**src/rtl/wdt_pkg.sv**
```systemverilog
package wdt_pkg;
  localparam logic [7:0] RESTART_KEY      = 8'hAC;
  localparam logic [7:0] RESTART_READBACK = 8'h9A;
  localparam logic [2:0] SETUP_TAG        = 3'b011;
  localparam int         SPAN_W           = 3;

  typedef enum logic {REG_SETUP = 1'b0, REG_KICK = 1'b1} reg_sel_e;

  typedef struct packed {
    logic [2:0]        tag;
    logic              halt;
    logic              spare;
    logic [SPAN_W-1:0] span;
  } setup_t;
endpackage

```
**src/rtl/wdt_access_guard.sv**
```systemverilog
module wdt_access_guard
  import wdt_pkg::*;
#(
  parameter int DEFAULT_SPAN = 7
) (
  input  logic       clk,
  input  logic       rst_n,
  input  logic       bus_wr,
  input  logic       bus_rd,
  input  logic       bus_addr,
  input  logic       bus_bitop,
  input  logic [7:0] bus_wdata,
  output logic [7:0] bus_rdata,
  output setup_t     setup_q,
  output logic       halted,
  output logic       written,
  output logic       load,
  output logic       kick,
  output logic       fault
);
  logic is_setup, is_kick;
  setup_t incoming;

  assign is_setup = (bus_addr == REG_SETUP);
  assign is_kick  = (bus_addr == REG_KICK);
  assign incoming = setup_t'(bus_wdata);

  // Access legality decode
  always_comb begin
    fault = 1'b0;
    load  = 1'b0;
    kick  = 1'b0;
    if (bus_wr && is_setup && !halted) begin
      if (bus_bitop || written || incoming.tag != SETUP_TAG) fault = 1'b1;
      else load = 1'b1;
    end
    if (is_kick && (bus_wr || bus_rd) && bus_bitop) fault = 1'b1;
    if (bus_wr && is_kick && !bus_bitop) begin
      if (bus_wdata == RESTART_KEY) kick = 1'b1;
      else fault = 1'b1;
    end
  end

  always_ff @(posedge clk or negedge rst_n) begin
    if (!rst_n) begin
      setup_q <= '{tag: SETUP_TAG, halt: 1'b0, spare: 1'b0, span: SPAN_W'(DEFAULT_SPAN)};
      written <= 1'b0;
      halted  <= 1'b0;
    end else if (load) begin
      setup_q <= incoming;
      written <= 1'b1;
      halted  <= incoming.halt;
    end
  end

  assign bus_rdata = is_kick ? RESTART_READBACK : setup_q;
endmodule

```
**src/rtl/wdt_span_decode.sv**
```systemverilog
module wdt_span_decode
  import wdt_pkg::*;
#(
  parameter int BASE_EXP = 4,
  parameter int SPANS    = 8,
  parameter int CNT_W    = 11
) (
  input  logic [SPAN_W-1:0] span,
  output logic [CNT_W-1:0]  last
);
  logic [CNT_W-1:0] terminal [SPANS];

  for (genvar i = 0; i < SPANS; i++) begin : g_term
    assign terminal[i] = CNT_W'((64'd1 << (BASE_EXP + i)) - 64'd1);
  end

  assign last = terminal[span];
endmodule

```
**src/rtl/wdt_tick_counter.sv**
```systemverilog
module wdt_tick_counter #(
  parameter int CNT_W = 11
) (
  input  logic             clk,
  input  logic             rst_n,
  input  logic             tick,
  input  logic             clear,
  input  logic             hold,
  input  logic [CNT_W-1:0] last,
  output logic [CNT_W-1:0] count,
  output logic             expire
);
  assign expire = tick && !hold && !clear && (count == last);

  always_ff @(posedge clk or negedge rst_n) begin
    if (!rst_n)                      count <= '0;
    else if (clear || hold || expire) count <= '0;
    else if (tick)                    count <= count + 1'b1;
  end
endmodule

```
**src/rtl/wdt_guard.sv**
```systemverilog
module wdt_guard
  import wdt_pkg::*;
#(
  parameter int BASE_EXP     = 4,
  parameter int DEFAULT_SPAN = 7
) (
  input  logic       clk,
  input  logic       rst_n,
  input  logic       bus_wr,
  input  logic       bus_rd,
  input  logic       bus_addr,
  input  logic       bus_bitop,
  input  logic [7:0] bus_wdata,
  output logic [7:0] bus_rdata,
  input  logic       tick,
  output logic       wdt_reset
);
  localparam int SPANS = 1 << SPAN_W;
  localparam int CNT_W = BASE_EXP + SPANS - 1;

  setup_t           setup_q;
  logic             halted_w, written_w, load_w, kick_w, fault_w, expire_w;
  logic [CNT_W-1:0] last_w, count_w;
  logic             req_q;

  wdt_access_guard #(.DEFAULT_SPAN(DEFAULT_SPAN)) u_guard (
    .clk(clk), .rst_n(rst_n), .bus_wr(bus_wr), .bus_rd(bus_rd),
    .bus_addr(bus_addr), .bus_bitop(bus_bitop), .bus_wdata(bus_wdata),
    .bus_rdata(bus_rdata), .setup_q(setup_q), .halted(halted_w),
    .written(written_w), .load(load_w), .kick(kick_w), .fault(fault_w)
  );

  wdt_span_decode #(.BASE_EXP(BASE_EXP), .SPANS(SPANS), .CNT_W(CNT_W)) u_span (
    .span(setup_q.span), .last(last_w)
  );

  wdt_tick_counter #(.CNT_W(CNT_W)) u_count (
    .clk(clk), .rst_n(rst_n), .tick(tick), .clear(load_w | kick_w),
    .hold(halted_w), .last(last_w), .count(count_w), .expire(expire_w)
  );

  always_ff @(posedge clk or negedge rst_n) begin
    if (!rst_n) req_q <= 1'b0;
    else        req_q <= fault_w | expire_w;
  end

  assign wdt_reset = req_q;
endmodule

```
**config.mk**
```make
export PLATFORM = sky130hd
export DESIGN_NAME = wdt_guard
export DESIGN_NICKNAME = d
export VERILOG_FILES = /design/src/rtl/wdt_pkg.sv /design/src/rtl/wdt_access_guard.sv /design/src/rtl/wdt_span_decode.sv /design/src/rtl/wdt_tick_counter.sv /design/src/rtl/wdt_guard.sv
export SDC_FILE = /design/constraint.sdc
export NUM_CORES = 1
export LEC_CHECK = 0
export BUFFER_PORTS_ARGS = -buffer_cell sky130_fd_sc_hd__buf_2
export CAP_MARGIN = 25
export CORE_ASPECT_RATIO = 1.1
export CORE_MARGIN = 2
export CORE_UTILIZATION = 40
export DETAILED_ROUTE_END_ITERATION = 16
export MAX_ROUTING_LAYER = met4
export PLACE_DENSITY = 0.62
export RECOVER_POWER = 25
export SYNTH_ARGS = -nofsm -noshare
export SYNTH_HDL_FRONTEND = slang
export SYNTH_SLANG_ARGS = --single-unit
```
**constraint.sdc**
```tcl
create_clock -name clk -period 2.65 [get_ports clk]
set_input_delay 0.53 -clock clk [delete_from_list [all_inputs] [get_ports clk]]
set_output_delay 0.53 -clock clk [all_outputs]
set_load 0.005 [all_outputs]
```
Yosys cells after proc, flatten, opt, wreduce, memory -nomap -nowiden
Memory sizes are Yosys's and may differ from the RTL's.
Index checks and enable logic that the tools add are counted.
- bitwise operators: 4
- mux-type cells: 14
- add/sub/neg operators: 1
- eq/ne operators: 3
- magnitude comparators: 1
- reductions and logical operators: 18
- operators by type and width (cell ; count):
    $mux W11 ; 4
    $add A11 B1 Y11 const B ; 1
    $eq A11 B11 Y1 ; 1
    $logic_and A1 B1 Y1 ; 9
    $mux W1 ; 9
    $eq A8 B8 Y1 const B ; 1
    $mux W8 ; 1
    $logic_or A1 B1 Y1 ; 5
    $ge A4 B4 Y1 const B ; 1
    $not A3 Y4 ; 1
    $logic_not A1 Y1 ; 3
    $ne A3 B2 Y1 const B ; 1
    $or A1 B1 Y1 ; 2
    $reduce_bool A2 Y1 ; 1
    $not A1 Y1 ; 1
- register bits after elaboration: 21
- memories kept: 1
- logic and storage cells: 49
- ROM bits: 88
- input port bits: 15
- memories (name ; depth ; bits a word ; read ports ; clocked after memory_dff ; wr ports ; RTL line ; RTL):
    (no name shown) ; 8 ; 11 ; 1 ; 0 ; 0 ; wdt_span_decode.sv:17 ; assign last = terminal[span];

Logic depth before layout (Yosys ltp)
- depth in word-level cells: 10
- depth in mapped cells: 6
- depth with buffers taken out: 6

Cells and area by module
From an unflattened synthesis, not the netlist that was laid out.
- cells, all modules: 125
- area total of the unflattened synthesis: 1281.2 µm²
- modules (own cells, without submodules) (module ; instances ; cells an instance ; sequential area each (µm²) ; area each (µm²)):
    wdt_tick_counter ; 1 ; 70 ; 275.3 ; 681.9
    wdt_access_guard ; 1 ; 40 ; 231.5 ; 476.7
    wdt_span_decode ; 1 ; 12 ; 0.0 ; 85.1
    wdt_guard ; 1 ; 3 ; 25.0 ; 37.5

Worst setup path before layout
OpenSTA, ideal clock, no wires.
- path kind: reg2reg
- start point: register u_guard.setup_q[0] (netlist name)
- end point: register u_count.count[0]
- period minus slack after synthesis: 1.766 ns
- buffers on the path: 0
- cell stages (with the launch flop): 6
- slack: 0.884 ns
- library setup time: 0.135 ns
- data arrival time: 1.631 ns
- data required time: 2.515 ns
- cells stage by stage: dfstp_2 > or3b_1 > a21oi_1 > o22ai_1 > o31ai_4 > nor2_1
- word-level cells in the longest chain between the ends: 8
- RTL lines (item ; RTL line ; RTL):
    $not A3 Y4 (implied by the code) * ; wdt_span_decode.sv:17 ;
    $mem_v2 Z8 W11 * ; - ;
    $mux W11 (implied by the code) * (2 in a row) ; wdt_span_decode.sv:17 ;
    $eq A11 B11 Y1 * ; wdt_tick_counter.sv:13 ; assign expire = tick && !hold && !clear && (count == last);
    $logic_and A1 B1 Y1 * ; wdt_tick_counter.sv:13 ;
    $logic_or A1 B1 Y1 * ; wdt_tick_counter.sv:17 ; else if (clear || hold || expire) count <= '0;
    $mux W11 / $reduce_bool A2 Y1 (equally long branches) ; - ;
    to (signal assigned) ; wdt_tick_counter.sv:18 ; else if (tick) count <= count + 1'b1;
    to (decl) ; wdt_tick_counter.sv:10 ; output logic [CNT_W-1:0] count,
Mark *: on every way between the ends. The rest lies on a longest branch, timed or not. The select of a mux whose other input is x is not followed.
A chain may end at the register's enable or synchronous reset.

Worst setup path in the final report
- start point: register u_guard.setup_q[0] (netlist name)
- end point: register u_count.count[1]
- word-level cells in the longest chain between the ends: 8
- RTL lines (item ; RTL line):
    $not A3 Y4 (implied by the code) * ; wdt_span_decode.sv:17
    $mem_v2 Z8 W11 * ; -
    $mux W11 (implied by the code) * (2 in a row) ; wdt_span_decode.sv:17
    $eq A11 B11 Y1 * ; wdt_tick_counter.sv:13
    $logic_and A1 B1 Y1 * ; wdt_tick_counter.sv:13
    $logic_or A1 B1 Y1 * ; wdt_tick_counter.sv:17
    $mux W11 / $reduce_bool A2 Y1 (equally long branches) ; -
Marks and branches as above.

==> flow_metrics.py <==
metrics = {
    "power": {
        "total_power_uw": 512,
        "power_leakage_nw": 0.600,
        "max-vdd-ir-drop_mv": 0.243,
        "power.density_nw_per_um2": 384,
    },
    "logic_synthesis": {
        "synth.largest_area_cell": "dfrtp_1",
        "syn_area_per_cell_um2": 9.58,
        "synth.most_common_cell": "nor2_1",
        "synth-edff-count": 0,
        "synthCells": 122,
        "ys_seq_elements": 21,
        "synth.distinct_cells": 37,
        "syn-num-nets": 138,
        "yosys-top-cells-count": "nor2_1, dfrtp_1, nand2_1",
        "ys_top_cells_by_area": "dfrtp_1, dfstp_2, nor2_1, nor2b_1, mux2_2",
        "synthArstFlopShare_pct": 100,
        "syn_area_um2": 1170,
        "synth_top_area_share_pct": 34.3,
        "ys_dominant_reg_cell": "dfrtp_1",
        "synth_warnings": 0,
        "yosysSeqAreaShare_pct": 45.5,
    },
    "routing": {
        "wl_um": 2340,
        "postRouteAntennaNets": 0,
        "wl_per_cell_um": 13.2,
        "route.detailed.drc": 0,
        "vias": 922,
        "drt-vias-per-instance": 5.18,
        "dr.pass1.iters": 4,
        "drt_iter0_drc": 33,
    },
    "global_route": {
        "met1_usage_pct": 20.0,
        "gr-total-overflow": 0,
        "met2_usage_pct": 27.6,
        "grt_max_degree": 22,
        "grt_pass1_wl_um": 4160,
        "grt_use_met3_pct": 2.99,
        "grt_util_all_layers_pct": 16.4,
        "antenna_found_initial": 0,
        "grt_pass1_vias": 923,
        "top_usage_layer": "met2",
    },
    "placed_design": {
        "hpwlAfterDp_um": 1760,
        "io_buffer_count": 23,
        "place_ws_ns": 0.685,
        "routabilityCongestion": 0.818,
    },
    "sta": {
        "finalSetupViolCount": 0,
        "fin_crit_sh_pct": 74.4,
        "slew_viol_final": 0,
        "tightest_slew_ns": 1.11,
        "slew_headroom_pct": 26.1,
        "fin_ws_ns": 0.678,
        "max_freq_mhz": 507,
        "tns_ns": 0,
        "period_needed_ns": 1.97,
        "rsz0062_at_grt": "no",
        "finalHoldViolations": 0,
        "finClkSkew_ns": 0.00253,
    },
    "setup_path": {
        "critPathMaxFanout": 10,
        "cp-start-kind": "flip-flop",
        "rr_startpoint": "u_guard.setup_q[0]",
        "worst-path-buf-inv": 0,
        "cpPeakStageDelay_ns": 0.60,
        "cp_cell_sequence": "or3b_1 -> a21oi_1 -> o22ai_1 -> o31ai_4 -> nor2_1",
        "critPathLaunch": "u_guard.setup_q[0]",
        "cp_top_family": "compound AO/OA/AOI/OAI gates",
        "slowest_stage": "dfstp_2",
        "crit_type": "flip-flop to flip-flop",
        "end_kind": "flip-flop",
        "cp.arrival_ns": 2.15,
        "cp_data_required_time_ns": 2.83,
    },
    "run": {
        "cap_violations": 0,
    },
    "cts": {
        "cts.repair.resized": 0,
        "cts_tree": "done",
        "cts_setup_buffers": 0,
        "clk_path_buf_depth": 2,
        "clk_latency_ns": 0.30,
        "numClockSinks": 21,
        "cts_hold_buf": 0,
        "clock-root-buffer": "clkbuf_4",
        "clk_pin_slew_ns": 0.11,
        "htree_levels": 1,
        "cts_buffers": 3,
    },
    "die": {
        "fp-row-count": 20,
        "fp.dieW_um": 55.5,
        "die_height_um": 60.7,
        "ioPinCount": 24,
        "core_area_um2": 2780,
        "die_area_um2": 3370,
        "start_util_pct": 42.1,
    },
    "cells_and_area": {
        "multi_input_area_um2": 601,
        "ff_latch_area_um2": 532,
        "drive_above_1_share_pct": 25.5,
        "fin_nets": 162,
        "num_antenna_cells": 0,
        "syn_to_final_growth_pct": 14.0,
        "nFillCells": 271,
    },
    "status": {
        "status": "completed",
    },
    "hold_path": {
        "hp-class": "input pin to asynchronous set/reset pin",
    },
}
[power breakdown]
group          internal, mW  total, mW  leakage [nW]  switching (mW)
Sequential            0.322      0.322         0.268        0.000245
Combinational        0.0157     0.0365         0.316          0.0208
Clock                0.0586      0.153        0.0150          0.0949
Total                 0.396      0.512         0.600           0.116
[per-layer routing]
metal	up-vias	wire (um)	part of all wire [%]
met5	-	0	0
met4	0	26	1.1
met3	2	83	3.5
met2	20	1090	47
met1	426	1140	49
li1	474	-	-
[path summary, 6_finish.rpt]
path	to	slack [ns]	cells past startpoint
max	u_count.count[1]	0.68	5
min	u_guard.setup_q[3]	0.41	1
max reg2reg	u_count.count[1]	0.68	5
min reg2reg	u_guard.written	0.48	1
max in group asynchronous	u_count.count[2]	1.58	1
min in group clk	u_guard.setup_q[2]	0.47	2
[sequential cells by signal, summed over array words and instances, names as in the netlist]
register / flops
u_count.count: 11
u_guard.setup_q: 8
u_guard.written: 1
wdt_reset: 1
[placed cells by master, fill, tap and decap left out, drive strengths merged, types with 2 or more instances in the layout]
cell    synthesis  routed
and3            2       2
xor2            5       5
nand3           3       3
nand2           9       9
and4            2       2
dfstp           5       5
mux2            4       4
o31ai           2       2
a21oi           4       4
nand4           2       2
nand2b          4       4
clkbuf          2       5
nor3            2       2
buf             2      22
nor2           17      17
inv             5       5
or2             2       2
xnor2           5       5
o21ai           5       5
a211oi          2       2
nor2b           8       8
dfrtp          16      16
[cell type report]
| type | count | share of cell area (%) |
|---|---|---|
| well taps | 33 | 3.10 |
| multi-input cells | 92 | 45.1 |
| clock buffers | 4 | 1.97 |
| flip-flops and latches | 21 | 39.9 |
| repair buffers | 23 | 8.54 |
| inverters | 5 | 1.41 |
[cells by family after synthesis]
| kind of cell | share of synthesized area [%] |
|---|---|
| AO/OA/AOI/OAI | 12.2 |
| XOR/XNOR | 7.49 |
| adder cells (fa/ha/maj) | 1.07 |
| buffers and inverters | 3.11 |
| flip-flops | 45.5 |
| multiplexers | 4.71 |
| AND/OR/NAND/NOR | 25.9 |
[stage by stage]
stage | cell area, um2 | utilization [%] | hold slack (ns) | std cells
4_1_cts | 1330 | 48.0 | 0.170 | 178
3_3_place_gp | 1310 | 47.1 | 0.448 | 174
6_report | 1330 | 48.0 | 0.406 | 178
2_1_floorplan | 1170 | - | 0.234 | 122
3_5_place_dp | 1310 | 47.1 | 0.452 | 174
5_1_grt | 1330 | 48.0 | 0.457 | 178
No activity file was read; power rests on OpenSTA's default activity.
